--- config.mk ---
export PLATFORM = sky130hd
export DESIGN_NAME = fp_cmp_flags
export DESIGN_NICKNAME = d
export VERILOG_FILES = /design/src/rtl/fpc_pkg.sv /design/src/rtl/fpc_unpack.sv /design/src/rtl/fpc_order.sv /design/src/rtl/fp_cmp_flags.sv
export SDC_FILE = /design/constraint.sdc
export NUM_CORES = 1
export LEC_CHECK = 0
export ABC_AREA = 0
export CAP_MARGIN = 20
export CORE_UTILIZATION = 43
export DETAILED_ROUTE_END_ITERATION = 8
export PLACE_DENSITY = 0.89
export SETUP_SLACK_MARGIN = 0.15
export SLEW_MARGIN = 40
export SYNTH_ARGS = -nofsm -noshare
export SYNTH_HDL_FRONTEND = slang
export SYNTH_HIERARCHICAL = 1
export SYNTH_SLANG_ARGS = --single-unit
export TNS_END_PERCENT = 10
--- constraint.sdc ---
create_clock -name clk_i -period 1.6 [get_ports clk_i]
set_clock_uncertainty 0.05 [all_clocks]
set_input_delay 0.24 -clock clk_i [delete_from_list [all_inputs] [get_ports clk_i]]
set_output_delay 0.24 -clock clk_i [all_outputs]
set_load 0.005 [all_outputs]
--- src/rtl/fpc_pkg.sv ---
package fpc_pkg;
  localparam int OP_W   = 64;
  localparam int EXP_W  = 11;
  localparam int FRAC_W = 52;
  localparam int H_E = 5;
  localparam int H_F = 10;
  localparam int S_E = 8;
  localparam int S_F = 23;
  localparam int D_E = EXP_W;
  localparam int D_F = FRAC_W;
  localparam int NUM_OPS = 2;

  typedef enum logic [1:0] {
    FMT_BAD  = 2'b00,
    FMT_HALF = 2'b01,
    FMT_SGL  = 2'b10,
    FMT_DBL  = 2'b11
  } fmt_e;

  typedef struct packed {
    logic              sign;
    logic [EXP_W-1:0]  exp;
    logic [FRAC_W-1:0] frac;   // left-justified
    logic              is_zero;
    logic              is_nan;
    logic              is_snan;
  } fp_fields_t;

  localparam logic [3:0] NZCV_LT = 4'b1000;
  localparam logic [3:0] NZCV_EQ = 4'b0110;
  localparam logic [3:0] NZCV_GT = 4'b0010;
  localparam logic [3:0] NZCV_UN = 4'b0011;
endpackage

--- src/rtl/fpc_unpack.sv ---
module fpc_unpack
  import fpc_pkg::*;
(
  input  fmt_e            fmt_i,
  input  logic            force_zero_i,
  input  logic [OP_W-1:0] op_i,
  output fp_fields_t      fld_o
);
  logic              sign;
  logic [EXP_W-1:0]  exp;
  logic [FRAC_W-1:0] frac;
  logic              exp_ones;

  always_comb begin
    sign = 1'b0;
    exp = '0;
    frac = '0;
    exp_ones = 1'b0;
    unique case (fmt_i)
      FMT_HALF: begin
        sign = op_i[H_E+H_F];
        exp = EXP_W'(op_i[H_E+H_F-1 -: H_E]);
        frac = {op_i[H_F-1:0], {(FRAC_W-H_F){1'b0}}};
        exp_ones = &op_i[H_E+H_F-1 -: H_E];
      end
      FMT_SGL: begin
        sign = op_i[S_E+S_F];
        exp = EXP_W'(op_i[S_E+S_F-1 -: S_E]);
        frac = {op_i[S_F-1:0], {(FRAC_W-S_F){1'b0}}};
        exp_ones = &op_i[S_E+S_F-1 -: S_E];
      end
      FMT_DBL: begin
        sign = op_i[D_E+D_F];
        exp = op_i[D_E+D_F-1 -: D_E];
        frac = op_i[D_F-1:0];
        exp_ones = &op_i[D_E+D_F-1 -: D_E];
      end
      default: ;
    endcase
    if (force_zero_i) begin
      sign = 1'b0;
      exp = '0;
      frac = '0;
      exp_ones = 1'b0;
    end
  end

  always_comb begin
    fld_o.sign    = sign;
    fld_o.exp     = exp;
    fld_o.frac    = frac;
    fld_o.is_zero = (exp == '0) && (frac == '0);
    fld_o.is_nan  = exp_ones && (frac != '0);
    fld_o.is_snan = exp_ones && (frac != '0) && !frac[FRAC_W-1];
  end
endmodule

--- src/rtl/fpc_order.sv ---
module fpc_order
  import fpc_pkg::*;
(
  input  fp_fields_t a_i,
  input  fp_fields_t b_i,
  input  logic       nan_trap_all_i,
  output logic [3:0] nzcv_o,
  output logic       inv_o
);
  logic [EXP_W+FRAC_W-1:0] mag_a, mag_b;
  logic mag_lt, mag_eq;

  assign mag_a  = {a_i.exp, a_i.frac};
  assign mag_b  = {b_i.exp, b_i.frac};
  assign mag_lt = mag_a < mag_b;
  assign mag_eq = mag_a == mag_b;

  always_comb begin
    if (a_i.is_nan || b_i.is_nan)       nzcv_o = NZCV_UN;
    else if (a_i.is_zero && b_i.is_zero) nzcv_o = NZCV_EQ;
    else if (a_i.sign != b_i.sign)      nzcv_o = a_i.sign ? NZCV_LT : NZCV_GT;
    else if (mag_eq)                    nzcv_o = NZCV_EQ;
    else if (mag_lt ^ a_i.sign)         nzcv_o = NZCV_LT;
    else                                nzcv_o = NZCV_GT;
  end

  assign inv_o = nan_trap_all_i ? (a_i.is_nan | b_i.is_nan)
                                : (a_i.is_snan | b_i.is_snan);
endmodule

--- src/rtl/fp_cmp_flags.sv ---
module fp_cmp_flags
  import fpc_pkg::*;
(
  input  logic        clk_i,
  input  logic        rst_ni,
  input  logic        valid_i,
  input  logic [1:0]  fmt_i,
  input  logic        zero_cmp_i,
  input  logic        nan_trap_all_i,
  input  logic [63:0] op_a_i,
  input  logic [63:0] op_b_i,
  input  logic        clr_inv_i,
  output logic [3:0]  nzcv_o,
  output logic [31:0] status_o,
  output logic        inv_sticky_o,
  output logic        bad_fmt_o
);
  localparam int STAT_W = 32;

  fmt_e            fmt;
  logic [OP_W-1:0] ops [NUM_OPS];
  fp_fields_t      flds [NUM_OPS];
  logic [3:0]      nzcv_d, nzcv_q;
  logic            inv_d, inv_q, bad_q, legal;

  assign fmt    = fmt_e'(fmt_i);
  assign ops[0] = op_a_i;
  assign ops[1] = op_b_i;
  assign legal  = valid_i && (fmt != FMT_BAD);

  for (genvar gi = 0; gi < NUM_OPS; gi++) begin : g_unp
    fpc_unpack u_unp (
      .fmt_i       (fmt),
      .force_zero_i((gi == 1) && zero_cmp_i),
      .op_i        (ops[gi]),
      .fld_o       (flds[gi])
    );
  end

  fpc_order u_order (
    .a_i           (flds[0]),
    .b_i           (flds[1]),
    .nan_trap_all_i(nan_trap_all_i),
    .nzcv_o        (nzcv_d),
    .inv_o         (inv_d)
  );

  always_ff @(posedge clk_i or negedge rst_ni) begin
    if (!rst_ni) begin
      nzcv_q <= '0;
      inv_q  <= 1'b0;
      bad_q  <= 1'b0;
    end else begin
      if (legal) nzcv_q <= nzcv_d;
      inv_q <= (inv_q & ~clr_inv_i) | (legal & inv_d);  // set wins over clear
      bad_q <= valid_i && (fmt == FMT_BAD);
    end
  end

  assign nzcv_o       = nzcv_q;
  assign status_o     = {nzcv_q, {(STAT_W-4){1'b0}}};
  assign inv_sticky_o = inv_q;
  assign bad_fmt_o    = bad_q;
endmodule

==> summary.md <==
| Metric | Value |
|---|---|
| Gate Count Post-Synth | 653 |
| Worst hold path class | in -> async |
| CTS Buf Count | 3 |
| Final hold vios | 0 |
| Total grt overflow | 0 |
| Initial Utilization | 0.442 |
| Max cap viols | 0 |
| Final Max Slew Viols | 0 |
| GRT Overall Usage | 0.342 |
| Largest net degree at the start of global routing | 32 |
| First-pass GRT wire length | 30.0 mm |
| Final setup vio count | 5 |
| CTS Buffer Depth | 2 |
| Setup CP Type | in -> reg |
| Outcome | finished, violations left |
| Final WS setup | -1640 ps |
| DP Cell Count | between 1000 and 1500 |
| Commonest non-fill, non-tap cell in the layout | buf_4 |
| Vias per cell | roughly 6.3 |
| PortBufs | 145 |
| Post-synth top area cell | ha_1 |
| Peak VDD IR | between 0.0002 and 0.0003 V |
| Synth top area share | 0.173 |
| CP arrival | roughly 3300 ps |
| Reg clk slew, reported paths | 40 ps |
| Vias post-DR | between 6000 and 7000 |
| Nets@finish | 1139 |
| Unique masters post-synth | 50 |
| Die W | approximately 110 µm |
| Leakage | between 3 and 4 nW |
| Non-Filler Instances | 1074 |
| Syn-to-layout area delta | 77.8% |
| Gp weighted congestion | 1.02 |
| Final ANT Viol Nets | 0 |
| Syn avg cell area | around 7.0 µm² |
| Clk sink count | 6 |
| Violated checks | negative setup slack |
| Fin util | 0.786 |
| Power Dens Cells | approximately 330 nW/µm² |
| IO Count | roughly 170 |
| Worst EP required | ~1700 ps |
| DR WL/cell | around 22 µm |
| Share of layout cells above drive strength 1 | 0.338 |
| Later-pin clock latency in the skew report | between 200 and 250 ps |
| H-tree depth | 1 |
| Initial antenna violation count | 0 |
| Row cnt | 37 |
| Detail Placement HPWL | between 15 and 20 mm |
| Root Driver | clkbuf_8 |
| CTS tree | yes |
| Die Height | roughly 110 µm |
| Most frequent cells in the layout | buf_4, clkdlybuf4s50_1, inv_1 |
| Final wirelength | 23.7 mm |
| Cell Area, Synth | ~4600 µm² |
| Pre-CTS setup slack | -1920 ps |
| Period Utilization, post-route | 2.02 |
| Initial DRC count | 772 |
| Synthesized flop and latch total | 6 |
| Maximum clock rate | ~300 MHz |
| Crit-path max FO | 4 |
| Largest cells by area after synthesis | ha_1, and2_1, mux2i_1 |
| Crit. End Element | flip-flop |
| CP Launch Type | input port |
| Residual DRC count | 0 |
| Detailed Routing Iterations Pass 1 | 7 |
| Core Region | roughly 10000 µm² |
| RSZ-0062 raised after global routing | yes |
| Ant diodes | 0 |
| Tmin final | ~3200 ps |
| Seq/Total Area, Yosys | 0.0329 |
| Vias in the first global route | about 6000 |
| YS warnings | 6 |
| Full die area | approximately 11000 µm² |
through the flow:
step                hold WS [ps]  instance area [µm²]  total power (W)  setup TNS, ps
finish                       207                 8110          0.00271          -6620
global route                 230                 8110          0.00281          -7140
CTS                          207                 7320          0.00231          -5580
detailed placement           449                 6920          0.00197          -7540
global placement             444                 6920          0.00193          -7060
floorplan                   -106                 4720          0.00109          -4770
report_power, final:
| group | internal (W) | total (W) | switching, W | leakage, nW |
|---|---|---|---|---|
| Sequential | 0.000172 | 0.000188 | 0.0000163 | 0.0780 |
| Combinational | 0.00121 | 0.00229 | 0.00108 | 3.66 |
| Clock | 0.000162 | 0.000230 | 0.0000684 | 0.0216 |
| Total | 0.00154 | 0.00271 | 0.00117 | 3.76 |
cells in the mapped netlist, drive strengths merged:
| cell type | n |
|---|---|
| a2111oi | 2 |
| a211oi | 10 |
| a21o | 2 |
| and4 | 2 |
| nand3 | 11 |
| or3 | 3 |
| o311a | 1 |
| and3 | 2 |
| nand4 | 20 |
| nor3 | 16 |
| a31oi | 2 |
| ha | 63 |
| dfrtp | 6 |
| o211ai | 1 |
| nor2 | 74 |
| nand2 | 31 |
| buf | 56 |
| nand2b | 7 |
| and2 | 64 |
| o21a | 1 |
| a2bb2oi | 1 |
| mux2 | 29 |
| inv | 67 |
| o21ai | 12 |
| clkbuf | 10 |
| or4 | 3 |
| o31ai | 3 |
| o31a | 2 |
| mux2i | 37 |
| a221oi | 3 |
| o22ai | 1 |
| a21oi | 46 |
| nor2b | 3 |
| nor3b | 3 |
| and4bb | 2 |
| or3b | 1 |
| conb | 1 |
| nor4 | 26 |
| nand4b | 4 |
| nand3b | 1 |
| a22oi | 24 |
registers in the layout, indices dropped and copies added (netlist names):
signal,flops
bad_fmt_o,1
inv_sticky_o,1
nzcv_o,4
cell families (layout without fill, tap and decap cells):
family                     count (synthesis)  count (layout)  synth area share
muxes                                     66              66             0.157
DFF                                        6               6            0.0329
other                                      1              31          0.000822
buffers and inverters                    133             388             0.154
and+or+nand+nor                          273             273             0.321
adders and majority gates                 63              63             0.173
AOI/OAI and AO/OA                        111             111             0.162
final timing paths:
check	from	to	slack, ps	depth (start not counted)
setup / recovery	op_b_i[25]	nzcv_o[1]	-1640	11
hold / removal	rst_ni	nzcv_o[1]	210	1
setup reg to reg	nzcv_o[1]	nzcv_o[1]	750	1
hold reg to reg	nzcv_o[2]	nzcv_o[2]	490	1
max in group asynchronous	rst_ni	nzcv_o[2]	1080	1
min in group clk_i	fmt_i[0]	bad_fmt_o	440	3
repair_timing:
item                                   4_1_cts  5_1_grt
gates resized for setup                     69      118
setup endpoints to repair                    5        5
hold buffers                                 0        0
cloned                                       2        5
buffers inserted                            16       15
pin swaps                                   39       60
endpoints found under the hold margin        0        0
layer usage:
| metal | track usage | up-vias | part of all wire |
|---|---|---|---|
| li1 | - | 2831 | - |
| met1 | 0.447 | 3072 | 0.35 |
| met2 | 0.576 | 645 | 0.45 |
| met3 | 0.0362 | 217 | 0.11 |
| met4 | 0.126 | 0 | 0.087 |
| met5 | 0 | - | 0 |
worst max-delay path: stages:
cell and delay, ps:
clkdlybuf4s50_1 490, or4_4 530, o31ai_4 240, a21oi_1 110, and4bb_1 330, nor2_1 100, nor2_1 170, nand2_1 130
or3b_4 400, mux2_4 270, mux2_2 270
area by class of cell:
type / count / area (µm²)
clock buffers: 3 / 41.3
fillers: 636 / 2210
inverters: 67 / 251
multi-input cells: 544 / 4500
flip-flops and latches: 6 / 150
well taps: 136 / 170
repair buffers: 318 / 3000
(Power assumes the default switching activity.)
